`src/rtl/sir_tx_pkg.sv`:
```
package sir_tx_pkg;

   typedef enum logic [2:0] {
      RA_DATA = 3'd0,
      RA_CTRL = 3'd1,
      RA_STAT = 3'd2,
      RA_DEN  = 3'd3,
      RA_NUM  = 3'd4
   } sir_reg_e;

   localparam int CTL_EN_BIT   = 0;
   localparam int CTL_IE_BIT   = 1;
   localparam int ST_EMPTY_BIT = 4;
   localparam int ST_DONE_BIT  = 5;

endpackage

```
`src/rtl/sir_tx_bitclk.sv`:
```
module sir_tx_bitclk #(
   parameter int OVS = 8
) (
   input  logic clk,
   input  logic rst_n,
   input  logic en,
   input  logic baud_tick,
   output logic bit_edge
);
   localparam int SW = (OVS > 1) ? $clog2(OVS) : 1;

   logic [SW-1:0] sub_q;
   logic [SW-1:0] sub_nx;

   assign bit_edge = en & baud_tick & (sub_q == '0);

   generate
      if ((1 << SW) == OVS) begin : g_pow2
         assign sub_nx = sub_q + 1'b1;
      end else begin : g_mod
         assign sub_nx = (sub_q == SW'(OVS - 1)) ? '0 : sub_q + 1'b1;
      end
   endgenerate

   always_ff @(posedge clk) begin
      if (!rst_n)         sub_q <= '0;
      else if (!en)       sub_q <= '0;
      else if (baud_tick) sub_q <= sub_nx;
   end
endmodule

```
`src/rtl/sir_tx_pulse_timer.sv`:
```
module sir_tx_pulse_timer #(
   parameter int TW = 8
) (
   input  logic          clk,
   input  logic          rst_n,
   input  logic          en,
   input  logic          bit_edge,
   input  logic          pulse_tick,
   input  logic [TW-1:0] den,
   input  logic [TW-1:0] num,
   output logic          pulse_on
);
   logic [TW-1:0] cnt_q;
   logic [TW-1:0] num_eff;

   // numerator above the period saturates to a full slot
   assign num_eff  = (num > den) ? den : num;
   assign pulse_on = (cnt_q < num_eff);

   always_ff @(posedge clk) begin
      if (!rst_n)                           cnt_q <= '0;
      else if (!en)                         cnt_q <= '0;
      else if (bit_edge)                    cnt_q <= '0;
      else if (pulse_tick && cnt_q != '1)   cnt_q <= cnt_q + 1'b1;
   end
endmodule

```
`src/rtl/sir_tx_framer.sv`:
```
module sir_tx_framer #(
   parameter int DW = 8
) (
   input  logic          clk,
   input  logic          rst_n,
   input  logic          en,
   input  logic          bit_edge,
   input  logic          load_wr,
   input  logic [DW-1:0] load_data,
   output logic          busy,
   output logic          ser_bit,
   output logic          buf_full,
   output logic          frame_done
);
   localparam int LAST = DW + 1;
   localparam int IW   = $clog2(DW + 2);

   logic [DW-1:0] buf_q;
   logic          full_q;
   logic [DW-1:0] sh_q;
   logic [IW-1:0] idx_q;
   logic          busy_q;
   logic          take;

   assign frame_done = bit_edge & busy_q & (idx_q == IW'(LAST));
   assign take       = bit_edge & full_q & (!busy_q | frame_done);

   always_ff @(posedge clk) begin
      if (!rst_n) begin
         buf_q  <= '0;
         full_q <= 1'b0;
      end else if (load_wr) begin
         buf_q  <= load_data;
         full_q <= 1'b1;
      end else if (take) begin
         full_q <= 1'b0;
      end
   end

   always_ff @(posedge clk) begin
      if (!rst_n) begin
         busy_q <= 1'b0;
         idx_q  <= '0;
         sh_q   <= '0;
      end else if (!en) begin
         busy_q <= 1'b0;
         idx_q  <= '0;
      end else if (take) begin
         busy_q <= 1'b1;
         idx_q  <= '0;
         sh_q   <= buf_q;
      end else if (frame_done) begin
         busy_q <= 1'b0;
         idx_q  <= '0;
      end else if (bit_edge && busy_q) begin
         idx_q <= idx_q + 1'b1;
         if (idx_q != '0) sh_q <= sh_q >> 1;
      end
   end

   always_comb begin
      if (!busy_q)                    ser_bit = 1'b1;
      else if (idx_q == '0)           ser_bit = 1'b0;
      else if (idx_q <= IW'(DW))      ser_bit = sh_q[0];
      else                            ser_bit = 1'b1;
   end

   assign busy     = busy_q;
   assign buf_full = full_q;
endmodule

```
`src/rtl/sir_pulse_tx.sv`:
```
module sir_pulse_tx
   import sir_tx_pkg::*;
#(
   parameter int DW      = 8,
   parameter int TW      = 8,
   parameter int OVS     = 8,
   parameter int DEF_DEN = 8,
   parameter int DEF_NUM = 1
) (
   input  logic          clk,
   input  logic          rst_n,
   input  logic          baud_tick,
   input  logic          pulse_tick,
   input  logic          reg_wr,
   input  logic          reg_rd,
   input  logic [2:0]    reg_addr,
   input  logic [DW-1:0] reg_wdata,
   output logic [DW-1:0] reg_rdata,
   output logic          irq,
   output logic          ir_tx_n
);
   generate
      if (DW < ST_DONE_BIT + 1) begin : g_bad_dw
         $error("sir_pulse_tx: DW too narrow for status bits");
      end
      if (TW > DW) begin : g_bad_tw
         $error("sir_pulse_tx: TW must not exceed DW");
      end
      if (OVS < 2) begin : g_bad_ovs
         $error("sir_pulse_tx: OVS must be at least 2");
      end
   endgenerate

   logic          en_q, ie_q, done_q;
   logic [TW-1:0] den_q, num_q;
   logic          bit_edge, pulse_on, busy, ser_bit, buf_full, frame_done;
   logic          wr_data, wr_ctrl, wr_den, wr_num, rd_stat;

   assign wr_data = reg_wr & (reg_addr == RA_DATA);
   assign wr_ctrl = reg_wr & (reg_addr == RA_CTRL);
   assign wr_den  = reg_wr & (reg_addr == RA_DEN);
   assign wr_num  = reg_wr & (reg_addr == RA_NUM);
   assign rd_stat = reg_rd & (reg_addr == RA_STAT);

   always_ff @(posedge clk) begin
      if (!rst_n) begin
         en_q  <= 1'b0;
         ie_q  <= 1'b0;
         den_q <= TW'(DEF_DEN);
         num_q <= TW'(DEF_NUM);
      end else begin
         if (wr_ctrl) begin
            en_q <= reg_wdata[CTL_EN_BIT];
            ie_q <= reg_wdata[CTL_IE_BIT];
         end
         if (wr_den) den_q <= reg_wdata[TW-1:0];
         if (wr_num) num_q <= reg_wdata[TW-1:0];
      end
   end

   always_ff @(posedge clk) begin
      if (!rst_n)          done_q <= 1'b0;
      else if (frame_done) done_q <= 1'b1;
      else if (rd_stat)    done_q <= 1'b0;
   end

   always_comb begin
      reg_rdata = '0;
      case (reg_addr)
         RA_CTRL: begin
            reg_rdata[CTL_EN_BIT] = en_q;
            reg_rdata[CTL_IE_BIT] = ie_q;
         end
         RA_STAT: begin
            reg_rdata[ST_EMPTY_BIT] = ~buf_full;
            reg_rdata[ST_DONE_BIT]  = done_q;
         end
         RA_DEN:  reg_rdata = DW'(den_q);
         RA_NUM:  reg_rdata = DW'(num_q);
         default: reg_rdata = '0;
      endcase
   end

   sir_tx_bitclk #(.OVS(OVS)) u_bitclk (
      .clk       (clk),
      .rst_n     (rst_n),
      .en        (en_q),
      .baud_tick (baud_tick),
      .bit_edge  (bit_edge)
   );

   sir_tx_pulse_timer #(.TW(TW)) u_timer (
      .clk        (clk),
      .rst_n      (rst_n),
      .en         (en_q),
      .bit_edge   (bit_edge),
      .pulse_tick (pulse_tick),
      .den        (den_q),
      .num        (num_q),
      .pulse_on   (pulse_on)
   );

   sir_tx_framer #(.DW(DW)) u_framer (
      .clk        (clk),
      .rst_n      (rst_n),
      .en         (en_q),
      .bit_edge   (bit_edge),
      .load_wr    (wr_data),
      .load_data  (reg_wdata),
      .busy       (busy),
      .ser_bit    (ser_bit),
      .buf_full   (buf_full),
      .frame_done (frame_done)
   );

   // serial high masks the timer: active-low wired-OR
   assign ir_tx_n = ~(busy & ~ser_bit & pulse_on);
   assign irq     = ie_q & ~buf_full;
endmodule

```
`config.mk`:
```
export PLATFORM = sky130hd
export DESIGN_NAME = sir_pulse_tx
export DESIGN_NICKNAME = d
export VERILOG_FILES = /design/src/rtl/sir_tx_pkg.sv /design/src/rtl/sir_tx_bitclk.sv /design/src/rtl/sir_tx_pulse_timer.sv /design/src/rtl/sir_tx_framer.sv /design/src/rtl/sir_pulse_tx.sv
export SDC_FILE = /design/constraint.sdc
export NUM_CORES = 1
export LEC_CHECK = 0
export BUFFER_PORTS_ARGS = -buffer_cell sky130_fd_sc_hd__buf_2
export CORE_UTILIZATION = 33
export CTS_CLUSTER_SIZE = 24
export DETAILED_ROUTE_END_ITERATION = 8
export GPL_ROUTABILITY_DRIVEN = 0
export GPL_TIMING_DRIVEN = 0
export PLACE_DENSITY_LB_ADDON = 0.2
export SYNTH_ARGS = -nofsm -noshare
export SYNTH_HDL_FRONTEND = slang
export SYNTH_SLANG_ARGS = --single-unit
```
`constraint.sdc`:
```
create_clock -name clk -period 3.77 [get_ports clk]
set_clock_uncertainty 0.1 [all_clocks]
set_input_delay 0.377 -clock clk [delete_from_list [all_inputs] [get_ports clk]]
set_output_delay 0.377 -clock clk [all_outputs]
set_load 0.02 [all_outputs]
```
=== Yosys cells after proc, flatten, opt, wreduce, memory -nomap -nowiden ===
Index checks and enable logic that the tools add are counted.

* $add $sub $neg: 3
* Multiplexer cells: 18
* Equal/unequal tests: 7
* Bitwise operators: 20
* $lt $le $gt $ge: 3
* Reduce and logical (&&, ||, !) cells: 16

{| class="wikitable"
|+ Operators with widths
! cell !! number
|-
| 8-bit 2-to-1 mux || 5
|-
| 1-bit AND || 14
|-
| 2-bit case mux with 3 select lines || 2
|-
| 2-bit nonzero test || 5
|-
| 1-bit 2-to-1 mux || 9
|-
| 8-bit by 1-bit adder with 8-bit output, second input constant || 1
|-
| 8-bit greater-than comparator || 1
|-
| 8-bit less-than comparator || 1
|-
| 8-bit inequality test, second input constant || 1
|-
| 2-bit case mux with 2 select lines || 2
|-
| 3-bit by 2-bit == test with 1-bit output, second input constant || 2
|-
| 3-bit logical NOT || 2
|-
| 1-bit inverter || 5
|-
| 4-bit by 1-bit adder with 4-bit output, second input constant || 1
|-
| 4-bit == test, second input constant || 1
|-
| 4-bit <= comparator, second input constant || 1
|-
| 4-bit logical NOT || 1
|-
| 4-bit AND reduction || 1
|-
| 4-bit nonzero test || 1
|-
| 4-bit OR reduction || 1
|-
| 3-bit by 1-bit adder with 3-bit output, second input constant || 1
|-
| 3-bit by 1-bit == test with 1-bit output, second input constant || 1
|-
| 3-bit == test, second input constant || 1
|-
| 3-bit OR reduction || 1
|-
| other kinds (5) || 6
|}

* Bits in registers: 52
* Logic and storage cells: 79
* Input bits: 17

=== Depth between registers and ports, before layout ===
* Depth after elaboration: 8
* Gate-level depth with buffers: 12

=== Cells and area by module ===
From an unflattened synthesis, not the netlist that was laid out.

* Cell total of the unflattened synthesis: 325
* Area total of the unflattened synthesis: 3007.9 µm²

{| class="wikitable"
|+ Modules (own cells, without submodules)
! module !! sequential area each (µm²) !! area each (µm²) !! cells an instance !! times used
|-
| sir_tx_framer || 440.4 || 1044.8 || 105 || 1
|-
| sir_pulse_tx || 380.4 || 948.4 || 100 || 1
|-
| sir_tx_pulse_timer || 160.2 || 858.3 || 104 || 1
|-
| sir_tx_bitclk || 60.1 || 156.4 || 16 || 1
|}

=== Worst setup path before layout ===
OpenSTA, ideal clock, no wires.

* Kind: reg-to-output
* From: register den_q[1]
* To: output ir_tx_n
* Path slack: 0.239 ns
* Stages on the path, launching flop included: 13
* Buffers on the path: 0
* Arrival: 3.054 ns
* Path through: dfxtp_1 > inv_1 > ha_1 > nor2b_1 > o211ai_1 > a21oi_1 > o21ai_2 > mux2i_1 > ha_1 > nand3_1 > nor2_1 > o2111ai_1 > o311ai_0

* Cells in the longest elaborated chain, start to end: 5

{| class="wikitable"
|+ Ends and longest elaborated chain
! item !! line !! text
|-
| start, declared || sir_pulse_tx.sv:35 || <nowiki>logic [TW-1:0] den_q, num_q;</nowiki>
|-
| start signal, assigned || sir_pulse_tx.sv:49 || <nowiki>den_q <= TW'(DEF_DEN);</nowiki>
|-
| start signal, assigned || sir_pulse_tx.sv:56 || <nowiki>if (wr_den) den_q <= reg_wdata[TW-1:0];</nowiki>
|-
| 8-bit greater-than comparator || sir_tx_pulse_timer.sv:17 || <nowiki>assign num_eff = (num > den) ? den : num;</nowiki>
|-
| 8-bit 2-to-1 mux * || sir_tx_pulse_timer.sv:17 ||
|-
| 8-bit less-than comparator * || sir_tx_pulse_timer.sv:18 || <nowiki>assign pulse_on = (cnt_q < num_eff);</nowiki>
|-
| 1-bit AND * || sir_pulse_tx.sv:117 || <nowiki>assign ir_tx_n = ~(busy & ~ser_bit & pulse_on);</nowiki>
|-
| 1-bit inverter * || sir_pulse_tx.sv:117 ||
|-
| end, declared || sir_pulse_tx.sv:20 || <nowiki>output logic ir_tx_n</nowiki>
|}

Mark *: on every way between the ends. The rest lies on a longest branch, timed or not.

=== Worst setup path in the final report ===
Ends and elaborated chain as after synthesis.

==> results.md <==
- Status: finished clean
- Core footprint: 8340 um^2
- Critical path's most frequent cell: ha_1
- Synth Net Count: 372
- Final setup viols: 0
- Antenna cell count: 0
- CP Capture Point: ir_tx_n
- IO Pins: 27
- Sequential share of power: 0.523
- Post-Route WL: 6860 um
- Final Hold Fails: 0
- Wire per inst: 14.3 um
- Crit-path cells: inv_1, ha_1, nor2b_1, o211ai_1, a21oi_2, o21ai_4, buf_6, buf_4, mux2i_2, ha_1, nand3_1, nor2_1, o2111ai_1, o311ai_1, buf_2
- Post-Syn Area: 2890 um^2
- WS Path Type: reg -> out
- Netlist cell types: 44
- Syn Inst Count: 334
- CP Capture Type: output pin
- Flops & latches, synth: 52
- Detailed Place HPWL: 5220 um
- First-pass GRT wire length: 11200 um
- Drc violations: 0
- Starting DRT DRC Count: 62
- Filler cell count in the final layout: 871
- Cell family with most CP delay: compound AO/OA/AOI/OAI gates
- Largest stage delay, worst path: 0.36 ns
- Total GRT Usage: 0.162
- CTS max path bufs: 2
- Max-slew violation count: 0
- Clock sink count: 52
- Final instance area: 3380 um^2
- Most frequent cells in the layout: nand2_1 (68), dfxtp_1 (47), buf_2 (25)
- Reg-to-Reg Start: u_framer.idx_q[0]
- Reg2reg path depth: 6
- CP Buf/Inv Count: 4
- DR vias: 2347
- H-tree depth: 2
- Clock Latency Late Sink: 0.31 ns
- Worst Hold Class: in -> reg
- Initial antenna violation count: 0
- Leakage: 1.33 nW
- Fin nets: 410
- Fmax: 281 MHz
- Sw frac: 0.249
- Vias in the first global route: 2222
- Req. time, crit path: 3.29 ns
- Period minus WS final: 3.56 ns
- Post-Syn Area per Cell: 8.65 um^2
- CTS tree: built
- Die Height: 95.6 um
- Initial Util: 0.346
- Yosys warns: 0
- Slew headroom: 0.586
- Setup_tns: 0 ns
- CP startpoint: den_q[1]
- Grt total ovfl: 0
- R2R setup slack: 1.67 ns
- FF-to-FF End: u_framer.sh_q[6]
- Fin crit share: 0.945
- Pin count of the biggest net entering global routing: 18
- Cts-stage hold buffer count: 0
- Worst Path Max Fanout: 3
- Post-route ant nets: 0
- Internal cell power: 0.810 mW
- Clock power frac: 0.370
- Gate power share: 0.107
- Share of post-route cells with drive strength above 1: 0.172
- Worst Path Arrival: 3.09 ns
- Overall die width: 95.6 um
- Async S/R FF share, synth: 0
- Worst Setup Start Kind: flip-flop
- EDFF count, synth: 0
- Row Count: 33
- Port Buffers: 25
- CTS root buf: clkbuf_8
- Synth Flop Type: dfxtp_1
- Worst path slowest cell: dfxtp_2
- RSZ-0062 raised after global routing: no
- Commonest non-fill, non-tap cell in the layout: nand2_1
- Crit path depth: 15
- Clock Pin Slew Worst Setup and Hold Paths: 0.11 ns
- PD cells: 318 nW/um^2
- Max Cap Viol: 0
- Area grow syn2layout: 17.2%
- DRT Pass-1 Iters: 4
- Worst slew pin tran: 0.620 ns
- Seq/Total Area, Yosys: 0.360
- Peak supply drop: 0.211 mV
- Die area: 9130 um^2
- Placed cell areas: 3150 um^2
- Sw Pwr: 0.268 mW
- Vias per std cell: 4.91
- Cts bufs inserted: 5
-- final cells by class --
class                           count  area, um^2  area share
Inverter                           16        60.1      0.0177
Multi-Input combinational cell    256        1780       0.525
Clock buffer                        5        68.8      0.0203
Buffer                             10        67.6      0.0200
Clock inverter                      3        46.3      0.0137
Tap cell                          105         131      0.0388
Sequential cell                    52        1050       0.309
Timing Repair Buffer               31         186      0.0551
-- power by group through the flow --
| stage | Clock (mW) | Sequential (mW) | Combinational (mW) |
|---|---|---|---|
| floorplan | 0 | 0.573 | 0.0613 |
| global placement | 0 | 0.575 | 0.0942 |
| detailed placement | 0 | 0.575 | 0.0955 |
| CTS | 0.408 | 0.563 | 0.110 |
| global route | 0.429 | 0.565 | 0.126 |
| finish | 0.399 | 0.563 | 0.116 |
-- per-layer routing --
| layer | track usage | wire length, um | vias up |
|---|---|---|---|
| met1 | 0.226 | 3580 | 1077 |
| met4 | 0.0423 | 78 | 0 |
| met2 | 0.256 | 2990 | 26 |
| met5 | 0 | 0 | - |
| met3 | 0.0287 | 211 | 7 |
| li1 | - | - | 1237 |
-- worst min path at each step --
stage                            startpoint                 to  slack [ns]  cells after the start
after global placement    u_framer.buf_q[6]  u_framer.buf_q[6]        0.36                      2
after floorplan           u_framer.buf_q[4]  u_framer.buf_q[4]        0.34                      2
final                          reg_wdata[7]           den_q[7]        0.23                      3
after CTS                      reg_wdata[7]           den_q[7]        0.23                      3
after global routing           reg_wdata[6]           den_q[6]        0.23                      3
after detailed placement  u_framer.buf_q[7]  u_framer.buf_q[7]        0.36                      2
-- state kept, by name, indices dropped and copies added (netlist names) --
name,count
den_q,8
num_q,8
u_framer.buf_q,8
u_framer.sh_q,8
u_timer.cnt_q,8
u_framer.idx_q,4
u_bitclk.sub_q,3
done_q,1
en_q,1
ie_q,1
u_framer.buf_full,1
u_framer.busy,1
-- worst reg2reg max path, cell delays in order, from the launching register on --
cell and delay [ns]:
dfxtp_1 0.44, ha_1 0.19, nand3b_2 0.16, a211oi_4 0.62
mux2i_1 0.30, nand2_1 0.07, o211a_1 0.12
-- metrics by stage --
step / worst slack, ns / hold slack (ns) / util / instances / total power [mW]
2_1_floorplan: 0.239 / 0.343 / - / 334 / 0.634
5_1_grt: 0.00664 / 0.229 / 0.406 / 478 / 1.12
6_report: 0.206 / 0.227 / 0.406 / 478 / 1.08
4_1_cts: 0.0208 / 0.229 / 0.399 / 476 / 1.08
3_3_place_gp: 0.181 / 0.356 / 0.377 / 464 / 0.670
3_5_place_dp: 0.116 / 0.363 / 0.377 / 464 / 0.671
-- cell families (layout without fill, tap and decap cells) --
| group | after synthesis | after routing | synth area share |
|---|---|---|---|
| simple gates | 131 | 131 | 0.215 |
| compound gates | 73 | 73 | 0.186 |
| flops | 52 | 52 | 0.360 |
| buf+inv | 26 | 65 | 0.0442 |
| fa+ha+maj | 22 | 22 | 0.0944 |
| mux | 21 | 21 | 0.0728 |
| xor+xnor | 9 | 9 | 0.0273 |
-- timing repair --
action / CTS / global route
gates resized for setup: 7 / 12
pin swaps: 2 / 6
setup endpoints to repair: 1 / 1
buffers inserted: 4 / 2
-- cell usage after synthesis (9+ instances only) --
library cell	instances	share of area
a21boi_0	23	0.060
nand3_1	10	0.017
mux2i_1	21	0.073
nor2_1	17	0.022
nor2b_1	9	0.019
a21oi_1	12	0.021
o21ai_0	11	0.019
dfxtp_1	52	0.36
ha_1	21	0.091
inv_1	16	0.021
nand2_1	68	0.088
Note: power is estimated with default switching activity, not from simulation.
